`config.mk`:
```
export PLATFORM = sky130hd
export DESIGN_NAME = bus_tenure_watchdog
export DESIGN_NICKNAME = d
export VERILOG_FILES = /design/src/rtl/tenure_mon_pkg.sv /design/src/rtl/tenure_timer.sv /design/src/rtl/tenure_event_log.sv /design/src/rtl/tenure_regs.sv /design/src/rtl/bus_tenure_watchdog.sv
export SDC_FILE = /design/constraint.sdc
export NUM_CORES = 1
export LEC_CHECK = 0
export BUFFER_PORTS_ARGS = -buffer_cell sky130_fd_sc_hd__buf_4
export CORE_AREA = 10 10 140 168
export CTS_CLUSTER_DIAMETER = 120
export CTS_CLUSTER_SIZE = 14
export DETAILED_ROUTE_END_ITERATION = 8
export DIE_AREA = 0 0 150 178
export GPL_ROUTABILITY_DRIVEN = 0
export PLACE_DENSITY = 0.78
export SYNTH_ARGS = -nofsm -noshare
export SYNTH_HDL_FRONTEND = slang
export SYNTH_SLANG_ARGS = --single-unit
```
`constraint.sdc`:
```
create_clock -name clk -period 4 [get_ports clk]
set_input_delay 0 -clock clk [delete_from_list [all_inputs] [get_ports clk]]
set_output_delay 0 -clock clk [all_outputs]
set_load 0.01 [all_outputs]
```
`src/rtl/tenure_mon_pkg.sv`:
```
// Package: shared widths, register word indices and the capture record type
// for the bus tenure timeout monitor.
package tenure_mon_pkg;

    localparam int ADDR_W    = 32;
    localparam int ATTR_W    = 8;
    localparam int REG_W     = 32;
    localparam int REG_AW    = 2;
    localparam int LIMIT_W   = 16;
    localparam int PRESCALE_W = 7;

    localparam logic [REG_AW-1:0] WORD_LIMITS = 2'd0;
    localparam logic [REG_AW-1:0] WORD_ENABLE = 2'd1;
    localparam logic [REG_AW-1:0] WORD_STATUS = 2'd2;
    localparam logic [REG_AW-1:0] WORD_CAPADR = 2'd3;

    localparam int STS_SRC_BIT = 4;
    localparam int STS_ATTR_LO = 8;

    typedef struct packed {
        logic [ADDR_W-1:0] addr;
        logic [ATTR_W-1:0] attr;
    } tenure_tag_t;

endpackage

```
`src/rtl/tenure_timer.sv`:
```
// Module: tenure_timer
// Measures one bus tenure in units of 2**PRESCALE_W clocks. A start pulse
// (re)arms the counters; an end pulse stops them. expire_o is high in the
// cycle whose closing edge is the limit*2**PRESCALE_W-th edge after start,
// unless end_i or a new start_i is present in that cycle.
// Assumes: limit_i == 0 means the timer never expires.
module tenure_timer #(
    parameter int LIMIT_W    = 16,
    parameter int PRESCALE_W = 7
) (
    input  logic               clk,
    input  logic               rst_n,
    input  logic [LIMIT_W-1:0] limit_i,
    input  logic               start_i,
    input  logic               end_i,
    output logic               active_o,
    output logic               expire_o
);

    localparam logic [PRESCALE_W-1:0] PRE_LAST = {PRESCALE_W{1'b1}};

    logic                  active_q;
    logic [PRESCALE_W-1:0] pre_q;
    logic [LIMIT_W-1:0]    units_q;
    logic                  last_unit;

    // Purpose: detect the final unit of the programmed window.
    always_comb begin
        last_unit = (limit_i != '0) && (units_q == limit_i - 1'b1);
        expire_o  = active_q && !end_i && !start_i && (pre_q == PRE_LAST) && last_unit;
    end

    // Purpose: advance prescaler and unit counter while a tenure is open.
    always_ff @(posedge clk) begin
        if (!rst_n) begin
            active_q <= 1'b0;
            pre_q    <= '0;
            units_q  <= '0;
        end else if (start_i) begin
            active_q <= 1'b1;
            pre_q    <= '0;
            units_q  <= '0;
        end else if (active_q) begin
            if (end_i || expire_o) begin
                active_q <= 1'b0;
            end else begin
                pre_q <= pre_q + 1'b1;
                if (pre_q == PRE_LAST) begin
                    units_q <= units_q + 1'b1;
                end
            end
        end
    end

    assign active_o = active_q;

    p_no_expire_zero_r4: assert property (@(posedge clk) disable iff (!rst_n)
        (limit_i == '0) |-> !expire_o);
    p_expire_needs_run_r2: assert property (@(posedge clk) disable iff (!rst_n)
        expire_o |-> $past(active_q));
    p_closed_after_expire_r3: assert property (@(posedge clk) disable iff (!rst_n)
        expire_o |=> (!active_q || $past(start_i)));

endmodule

```
`src/rtl/tenure_event_log.sv`:
```
// Module: tenure_event_log
// Holds the sticky event bits (bit0 address, bit1 data) and the capture of
// the first error's tag. Set wins over a same-cycle write-1-to-clear.
// Assumes: fire inputs are already qualified by the error enables.
module tenure_event_log
    import tenure_mon_pkg::*;
(
    input  logic        clk,
    input  logic        rst_n,
    input  logic        a_fire_i,
    input  logic        d_fire_i,
    input  tenure_tag_t a_tag_i,
    input  tenure_tag_t d_tag_i,
    input  logic [1:0]  clear_i,
    output logic [1:0]  event_o,
    output logic        cap_src_o,
    output tenure_tag_t cap_tag_o
);

    logic [1:0]  event_q;
    logic        src_q;
    tenure_tag_t tag_q;
    logic        take;

    // Purpose: capture is allowed only from the all-clear state.
    always_comb begin
        take = (event_q == 2'b00) && (a_fire_i || d_fire_i);
    end

    // Purpose: update sticky bits and the first-error record.
    always_ff @(posedge clk) begin
        if (!rst_n) begin
            event_q <= 2'b00;
            src_q   <= 1'b0;
            tag_q   <= '0;
        end else begin
            event_q <= (event_q & ~clear_i) | {d_fire_i, a_fire_i};
            if (take) begin
                src_q <= !a_fire_i;
                tag_q <= a_fire_i ? a_tag_i : d_tag_i;
            end
        end
    end

    assign event_o   = event_q;
    assign cap_src_o = src_q;
    assign cap_tag_o = tag_q;

    p_capture_held_r7: assert property (@(posedge clk) disable iff (!rst_n)
        ($past(event_q) != 2'b00) |-> ($stable(tag_q) && $stable(src_q)));
    p_addr_first_r8: assert property (@(posedge clk) disable iff (!rst_n)
        (a_fire_i && d_fire_i && event_q == 2'b00) |=> !src_q);

endmodule

```
`src/rtl/tenure_regs.sv`:
```
// Module: tenure_regs
// Configuration words (limits, enables), write decode for the status
// clear, and the read multiplexer over all four words.
// Assumes: 2*LIMIT_W fits in REG_W; reads are combinational.
module tenure_regs
    import tenure_mon_pkg::*;
(
    input  logic               clk,
    input  logic               rst_n,
    input  logic [REG_AW-1:0]  reg_addr_i,
    input  logic               reg_we_i,
    input  logic [REG_W-1:0]   reg_wdata_i,
    output logic [REG_W-1:0]   reg_rdata_o,
    output logic [LIMIT_W-1:0] a_limit_o,
    output logic [LIMIT_W-1:0] d_limit_o,
    output logic [1:0]         enable_o,
    output logic [1:0]         clear_o,
    input  logic [1:0]         event_i,
    input  logic               cap_src_i,
    input  tenure_tag_t        cap_tag_i
);

    logic [LIMIT_W-1:0] a_lim_q;
    logic [LIMIT_W-1:0] d_lim_q;
    logic [1:0]         en_q;

    // Purpose: store limits and enables on writes.
    always_ff @(posedge clk) begin
        if (!rst_n) begin
            a_lim_q <= '0;
            d_lim_q <= '0;
            en_q    <= 2'b00;
        end else if (reg_we_i) begin
            if (reg_addr_i == WORD_LIMITS) begin
                a_lim_q <= reg_wdata_i[2*LIMIT_W-1:LIMIT_W];
                d_lim_q <= reg_wdata_i[LIMIT_W-1:0];
            end
            if (reg_addr_i == WORD_ENABLE) begin
                en_q <= reg_wdata_i[1:0];
            end
        end
    end

    // Purpose: decode write-1-to-clear on the status word.
    always_comb begin
        clear_o = (reg_we_i && reg_addr_i == WORD_STATUS) ? reg_wdata_i[1:0] : 2'b00;
    end

    // Purpose: select read data.
    always_comb begin
        reg_rdata_o = '0;
        case (reg_addr_i)
            WORD_LIMITS: reg_rdata_o[2*LIMIT_W-1:0] = {a_lim_q, d_lim_q};
            WORD_ENABLE: reg_rdata_o[1:0] = en_q;
            WORD_STATUS: begin
                reg_rdata_o[1:0]         = event_i;
                reg_rdata_o[STS_SRC_BIT] = cap_src_i;
                reg_rdata_o[STS_ATTR_LO +: ATTR_W] = cap_tag_i.attr;
            end
            default:     reg_rdata_o[ADDR_W-1:0] = cap_tag_i.addr;
        endcase
    end

    assign a_limit_o = a_lim_q;
    assign d_limit_o = d_lim_q;
    assign enable_o  = en_q;

endmodule

```
`src/rtl/bus_tenure_watchdog.sv`:
```
// Module: bus_tenure_watchdog (top)
// Runs one tenure timer for the address phase (ts_i .. aack_i) and one for
// the data phase (rising dbb_i .. ta_last_i). Enabled expiries pulse the
// abort outputs for one cycle and feed the event log; disabled expiries are
// dropped silently. Data tenures carry the tag of the latest transfer start.
// Assumes: single clock domain, inputs synchronous to clk.
module bus_tenure_watchdog
    import tenure_mon_pkg::*;
(
    input  logic                clk,
    input  logic                rst_n,
    input  logic                ts_i,
    input  logic                aack_i,
    input  logic [ADDR_W-1:0]   addr_i,
    input  logic [ATTR_W-1:0]   attr_i,
    input  logic                dbb_i,
    input  logic                ta_last_i,
    output logic                addr_abort_o,
    output logic                data_abort_o,
    input  logic [REG_AW-1:0]   reg_addr_i,
    input  logic                reg_we_i,
    input  logic [REG_W-1:0]    reg_wdata_i,
    output logic [REG_W-1:0]    reg_rdata_o
);

    localparam int NUM_TIMERS = 2;

    logic [LIMIT_W-1:0] a_limit, d_limit;
    logic [1:0]         enable, clear, events;
    logic               cap_src;
    tenure_tag_t        cap_tag;

    logic               dbb_q;
    tenure_tag_t        a_tag_q, d_tag_q, last_tag_q, cur_tag;

    logic [NUM_TIMERS-1:0] t_start, t_end, t_active, t_expire, t_fire;
    logic [LIMIT_W-1:0]    t_limit [NUM_TIMERS];
    logic [1:0]            abort_q;

    // Purpose: present-cycle tag, bypassing the latch on a transfer start.
    always_comb begin
        cur_tag.addr = addr_i;
        cur_tag.attr = attr_i;
    end

    // Purpose: form start/end strobes and limits per timer.
    always_comb begin
        t_start[0] = ts_i;
        t_end[0]   = aack_i;
        t_limit[0] = a_limit;
        t_start[1] = dbb_i && !dbb_q;
        t_end[1]   = ta_last_i;
        t_limit[1] = d_limit;
        t_fire     = t_expire & enable;
    end

    generate
        for (genvar g = 0; g < NUM_TIMERS; g++) begin : g_timer
            tenure_timer #(
                .LIMIT_W   (LIMIT_W),
                .PRESCALE_W(PRESCALE_W)
            ) u_timer (
                .clk     (clk),
                .rst_n   (rst_n),
                .limit_i (t_limit[g]),
                .start_i (t_start[g]),
                .end_i   (t_end[g]),
                .active_o(t_active[g]),
                .expire_o(t_expire[g])
            );
        end
    endgenerate

    // Purpose: track dbb level and latch the tags of open tenures.
    always_ff @(posedge clk) begin
        if (!rst_n) begin
            dbb_q      <= 1'b0;
            a_tag_q    <= '0;
            d_tag_q    <= '0;
            last_tag_q <= '0;
        end else begin
            dbb_q <= dbb_i;
            if (ts_i) begin
                a_tag_q    <= cur_tag;
                last_tag_q <= cur_tag;
            end
            if (t_start[1]) begin
                d_tag_q <= ts_i ? cur_tag : last_tag_q;
            end
        end
    end

    // Purpose: register the one-cycle abort pulses.
    always_ff @(posedge clk) begin
        if (!rst_n) begin
            abort_q <= 2'b00;
        end else begin
            abort_q <= t_fire;
        end
    end

    tenure_event_log u_log (
        .clk      (clk),
        .rst_n    (rst_n),
        .a_fire_i (t_fire[0]),
        .d_fire_i (t_fire[1]),
        .a_tag_i  (a_tag_q),
        .d_tag_i  (d_tag_q),
        .clear_i  (clear),
        .event_o  (events),
        .cap_src_o(cap_src),
        .cap_tag_o(cap_tag)
    );

    tenure_regs u_regs (
        .clk        (clk),
        .rst_n      (rst_n),
        .reg_addr_i (reg_addr_i),
        .reg_we_i   (reg_we_i),
        .reg_wdata_i(reg_wdata_i),
        .reg_rdata_o(reg_rdata_o),
        .a_limit_o  (a_limit),
        .d_limit_o  (d_limit),
        .enable_o   (enable),
        .clear_o    (clear),
        .event_i    (events),
        .cap_src_i  (cap_src),
        .cap_tag_i  (cap_tag)
    );

    assign addr_abort_o = abort_q[0];
    assign data_abort_o = abort_q[1];

    p_abort_single_r2: assert property (@(posedge clk) disable iff (!rst_n)
        addr_abort_o |=> !addr_abort_o);
    p_dabort_single_r3: assert property (@(posedge clk) disable iff (!rst_n)
        data_abort_o |=> !data_abort_o);
    p_abort_marks_event_r6: assert property (@(posedge clk) disable iff (!rst_n)
        addr_abort_o |-> events[0]);
    p_dabort_marks_event_r6: assert property (@(posedge clk) disable iff (!rst_n)
        data_abort_o |-> events[1]);
    p_masked_silent_r5: assert property (@(posedge clk) disable iff (!rst_n)
        addr_abort_o |-> $past(enable[0]));
    p_dmasked_silent_r5: assert property (@(posedge clk) disable iff (!rst_n)
        data_abort_o |-> $past(enable[1]));

endmodule

```
==> results of run 1 <==
registers in the layout, indices dropped and copies added (netlist names):
register                  flops
g_timer.u_timer.units_q      32
last_tag_q                   40
dbb_q                         1
u_regs.d_limit_o             16
abort_q                       2
u_log.cap_src_o               1
d_tag_q                      40
g_timer.u_timer.active_o      2
g_timer.u_timer.pre_q        14
a_tag_q                      40
u_log.cap_tag_o              40
u_regs.enable_o               2
u_regs.a_limit_o             16
u_log.event_o                 2
worst paths after layout:
kind | startpoint | slack (ns) | cells past startpoint | endpoint
worst min register to register | d_tag_q[19] | 0.45 | 2 | u_log.cap_tag_o[19]
worst max register to register | u_regs.d_limit_o[0] | 0.45 | 11 | u_log.cap_tag_o[0]
worst max-delay path | u_regs.d_limit_o[0] | 0.45 | 11 | u_log.cap_tag_o[0]
worst min-delay path | reg_addr_i[0] | 0.03 | 4 | u_regs.enable_o[0]
synthesized netlist by cell type, types with 11 or more instances:
library cell	instances	area, µm²
a21oi_1	30	150
a22o_1	20	175
o21ai_1	36	180
a221oi_2	40	601
o21ai_0	33	165
and2_1	11	68.8
dfxtp_1	248	4960
nor2_1	50	188
or3_1	12	75.1
nand2_1	223	837
nor2b_1	12	75.1
buf_6	14	158
mux2i_1	16	160
a21boi_0	115	863
xor2_1	13	114
xnor2_1	44	385
clkbuf_1	72	270
inv_1	91	342
nand4_1	19	119
nor3_1	25	125
nand3_1	21	105
o22a_1	41	359
timing repair:
| action | in CTS | in global routing |
|---|---|---|
| hold buffers | 87 | 0 |
| endpoints found under the hold margin | 146 | 0 |
| endpoints found under the setup margin | 0 | 0 |
layer usage:
layer / share of wire / global-route usage / vias to the layer above
met3: 0.047 / 0.0284 / 66
li1: - / - / 4919
met4: 0.030 / 0.0807 / 0
met2: 0.49 / 0.388 / 284
met1: 0.43 / 0.283 / 4735
met5: 0 / 0 / -
through the flow:
step	total power, mW	area [µm²]	setup WS [ns]	util	hold slack (ns)
2_1_floorplan	3.03	11700	0.984	-	0.122
3_3_place_gp	3.19	12600	0.585	0.625	0.225
3_5_place_dp	3.20	12600	0.492	0.625	0.234
4_1_cts	5.10	14000	0.492	0.696	0.00514
5_1_grt	5.28	14000	0.134	0.696	0.0336
6_report	5.08	14000	0.448	0.696	0.0259
cells by family after synthesis:
| family | count (synthesis) | synth area share |
|---|---|---|
| and+or+nand+nor | 442 | 0.184 |
| adders and majority gates | 6 | 0.00643 |
| xor gates and xnor gates | 58 | 0.0448 |
| buffers and inverters | 190 | 0.0714 |
| DFF | 248 | 0.425 |
| AOI/OAI and AO/OA | 367 | 0.251 |
| muxes | 18 | 0.0176 |
final cells by class:
class	count	area, µm²
Fill cell	1599	6110
Multi-Input combinational cell	891	5910
Sequential cell	248	4960
Timing Repair Buffer	223	1890
Clock buffer	21	526
Inverter	91	342
Tap cell	265	332
Clock inverter	2	38.8
worst min-delay path, cell delays in order:
cell	delay, ns
buf_4	0.17
nand3b_1	0.15
mux2i_1	0.09
nor2b_1	0.09
power breakdown:
| group | switching (mW) | internal (mW) |
|---|---|---|
| combinational | 0.312 | 0.287 |
| clock | 0.860 | 0.997 |
| sequential | 0.0626 | 2.56 |
| total | 1.24 | 3.85 |
==> impl_metrics.json, run 1 <==
{
  "dp.final_hpwl_mm": 20.6,
  "finalHoldViolCount": 0,
  "yosys_register_bits": 248,
  "clkTransAtPathRegs_ns": 0.07,
  "cts_root_buf": "clkbuf_16",
  "n_antenna_cell": 0,
  "synth_edf_count": 0,
  "slew_headroom": 0.146,
  "die_y_um": 178,
  "crit_fanout": 19,
  "cts_tree": "done",
  "max_stage_delay_ns": 0.65,
  "fin_skew_ns": 0.0247,
  "fin_crit_ns": 3.55,
  "slowest_stage": "o21ai_4",
  "drt_iter0_drc": 792,
  "yosysUniqueCellTypes": 72,
  "grt_pass1_wl_mm": 50.0,
  "io_pins": 115,
  "postRouteAntennaNets": 0,
  "post_cts_resized": 0,
  "timing.fmax_mhz": 282,
  "drive_gt1_frac": 0.158,
  "detail_route.wirelength_mm": 30.5,
  "setup_viol": 0,
  "arrival_ns": 3.92,
  "final_max_slew_viol_count": 0,
  "setup_tns_ns": 0,
  "cts.sinks": 248,
  "rsz0062_at_grt": "no",
  "async_flop_share": 0,
  "drc": 0,
  "fp.coreArea_um2": 20100,
  "maxCapViolCount": 0,
  "vias": 10004,
  "die_x_um": 150,
  "synth.net_count": 1416,
  "grt_pass1_vias": 10012,
  "die-area_um2": 26700,
  "htree_num_levels": 1,
  "clk_latency_ns": 0.52,
  "crit_buf_inv": 2,
  "syn_area_um2": 11700,
  "initial_utilization": 0.581,
  "outcome": "finished, final reports clean",
  "rows": 57,
  "yosys_warnings": 0,
  "finalCritPeriodShare": 0.888,
  "wl_per_cell_um": 17.5,
  "synth.avg_cell_area_um2": 8.79,
  "via_per_inst": 5.75,
  "setup.worst_path.class": "reg2reg",
  "final_cells": 1741,
  "final_cell_mix": "248 x dfxtp_1, 223 x nand2_1, 136 x buf_4",
  "first_pass_iters": 5,
  "syn2layout_area_growth_pct": 19.8,
  "synthCells": 1329,
  "cp-start-kind": "flop",
  "min_path_type": "in2reg",
  "layout_commonest_cell": "dfxtp_1",
  "crit_path_end_kind": "flop",
  "cts_setup_buffers": 0,
  "power_density_nw_per_um2": 363,
  "tightest_slew_ns": 1.28,
  "synth_top_flop_cell": "dfxtp_1",
  "cp_cell_sequence": "inv_1, ha_1, o21ba_2, o311ai_0, o21ai_0, o2111ai_2, nor4_1, and2_2, o21ai_4, buf_4, a221oi_2",
  "grt_max_degree": 83,
  "nNetsFinal": 1563,
  "track_usage": 0.225,
  "worstPathRequired_ns": 4.37,
  "dp_cells": 1631,
  "peakVddDrop_mv": 0.314,
  "static-leakage-power_nw": 5.25,
  "ys_seq_area_frac": 0.425,
  "antenna_found_initial": 0,
  "io_buffers": 114,
  "grt-ovfl-total": 0,
  "cp_top_family": "compound AO/OA/AOI/OAI gates",
  "cts_made_buffers": 21,
  "clockBufferDepth": 3
}
(Power assumes the default switching activity.)
==> run 2, diff against run 1 <==
- CELL_PAD_IN_SITES_DETAIL_PLACEMENT: default -> 0
- CELL_PAD_IN_SITES_GLOBAL_PLACEMENT: default -> 1
- CORE_AREA: 10 10 140 168 -> 10 10 159 190
- DIE_AREA: 0 0 150 178 -> 0 0 169 200
- PLACE_DENSITY: 0.78 -> default
- PLACE_DENSITY_LB_ADDON: default -> 0.1
==> run 2 against run 1 <==
- utilization fell by 16 points
- design area decreased by 0.15%
- sequential power barely moved
- critical endpoint is now u_log.cap_tag_o[39]
- die area rose by 27%
- via count down 3.7%
==> impl_metrics.json, run 2 (same netlist as run 1, synthesis figures left out) <==
{
  "layout_commonest_cell": "dfxtp_1",
  "slowest_stage": "or3_4",
  "hold_slack_ns": 0.0176,
  "cp_cell_sequence": "inv_1, ha_1, o21ba_2, a22oi_1, o221ai_2, or4_1, or3_4, or3_4, o21ai_0, a221oi_2",
  "wl_per_cell_um": 17.5,
  "setup_tns_ns": 0,
  "static-leakage-power_nw": 5.18,
  "crit_path_end_kind": "flop",
  "cts_setup_buffers": 0,
  "fin_util": 0.532,
  "maxCapViolCount": 0,
  "io_pins": 115,
  "antenna_found_initial": 0,
  "cts.sinks": 248,
  "clockBufferDepth": 3,
  "initial_utilization": 0.445,
  "cp_top_family": "simple AND/OR/NAND/NOR gates",
  "track_usage": 0.181,
  "peakVddDrop_mv": 0.262,
  "die_x_um": 169,
  "die_y_um": 200,
  "grt_pass1_wl_mm": 50.8,
  "holdPathStages": 5,
  "first_pass_iters": 5,
  "drt_iter0_drc": 495,
  "die-area_um2": 33800,
  "postRouteAntennaNets": 0,
  "hold_buffers": 75,
  "cts_root_buf": "clkbuf_16",
  "nNetsFinal": 1550,
  "rsz0062_at_grt": "no",
  "grt-ovfl-total": 0,
  "dp_cells": 1700,
  "max_stage_delay_ns": 0.62,
  "detail_route.wirelength_mm": 31.4,
  "syn2layout_area_growth_pct": 19.7,
  "min_path_type": "in2reg",
  "outcome": "finished, final reports clean",
  "drc": 0,
  "drive_gt1_frac": 0.159,
  "timing.fmax_mhz": 290,
  "n_antenna_cell": 0,
  "regArea_um2": 4960,
  "grt_max_degree": 90,
  "reg2reg_depth": 10,
  "ff2ff_setup_slack_ns": 0.55,
  "finalHoldViolCount": 0,
  "cts_tree": "done",
  "final_cells": 1797,
  "fin_skew_ns": 0.00838,
  "cp-start-kind": "flop",
  "final_cell_mix": "248 x dfxtp_1, 223 x nand2_1, 133 x buf_4",
  "final_max_slew_viol_count": 0,
  "post_cts_resized": 0,
  "arrival_ns": 3.79,
  "finalCritPeriodShare": 0.861,
  "fp.coreArea_um2": 26300,
  "fin_crit_ns": 3.45,
  "worstSetupPathDepth": 10,
  "multiInputGateArea_um2": 5910,
  "clk_latency_ns": 0.50,
  "via_per_inst": 5.36,
  "power_density_nw_per_um2": 362,
  "worstPathRequired_ns": 4.35,
  "rows": 65,
  "setup_viol": 0,
  "crit_fanout": 41,
  "clkTransAtPathRegs_ns": 0.07,
  "path_common_cell": "or3_4",
  "cts_made_buffers": 21,
  "vias": 9636,
  "setup.worst_path.class": "reg2reg",
  "tightest_slew_ns": 0.922,
  "htree_num_levels": 1,
  "slew_headroom": 0.386,
  "io_buffers": 114,
  "crit_buf_inv": 1,
  "fillCellCount": 2521,
  "dp.final_hpwl_mm": 21.6,
  "grt_pass1_vias": 9485
}
## run 2: worst paths after layout
| check | end | startpoint |
|---|---|---|
| worst max-delay path | u_log.cap_tag_o[39] | u_regs.a_limit_o[0] |
| worst min-delay path | g_timer[0].u_timer.active_o | aack_i |
| worst max register to register | u_log.cap_tag_o[39] | u_regs.a_limit_o[0] |
| worst min register to register | u_log.cap_tag_o[17] | d_tag_q[17] |
## run 2: routing by layer
| layer | up-vias | track usage | share of wire |
|---|---|---|---|
| li1 | 4902 | - | - |
| met1 | 4568 | 0.243 | 0.47 |
| met2 | 133 | 0.310 | 0.48 |
| met3 | 33 | 0.0209 | 0.031 |
| met4 | 0 | 0.0342 | 0.013 |
| met5 | - | 0 | 0 |
## run 2: report_power, final
part	switching [mW]	leakage, nW	internal, mW
Clock	0.862	0.273	0.992
Combinational	0.305	2.88	0.280
Sequential	0.0614	2.03	2.56
Total	1.23	5.18	3.84
## run 2: stage by stage
stage / total power, mW / worst slack (ns) / instance area (µm²)
final: 5.07 / 0.555 / 14000
after global routing: 5.28 / 0.278 / 14000
after CTS: 5.13 / 0.553 / 14000
after detailed placement: 3.21 / 0.558 / 12700
after global placement: 3.21 / 0.627 / 12700
after floorplan: 3.03 / 0.984 / 11700
## run 2: worst reg2reg max path: stages, from the launching register on
cell and delay (ns):
dfxtp_1 0.44, inv_1 0.07, ha_1 0.32, o21ba_2 0.24, a22oi_1 0.27, o221ai_2 0.12, or4_1 0.50, or3_4 0.38
or3_4 0.62, o21ai_0 0.29, a221oi_2 0.05
## run 2: cell type report
cell class | count | area share
Multi-Input combinational cell | 891 | 0.423
Clock buffer | 21 | 0.0376
Timing Repair Buffer | 210 | 0.128
Sequential cell | 248 | 0.355
Tap cell | 335 | 0.0300
Clock inverter | 1 | 0.00215
Inverter | 91 | 0.0244
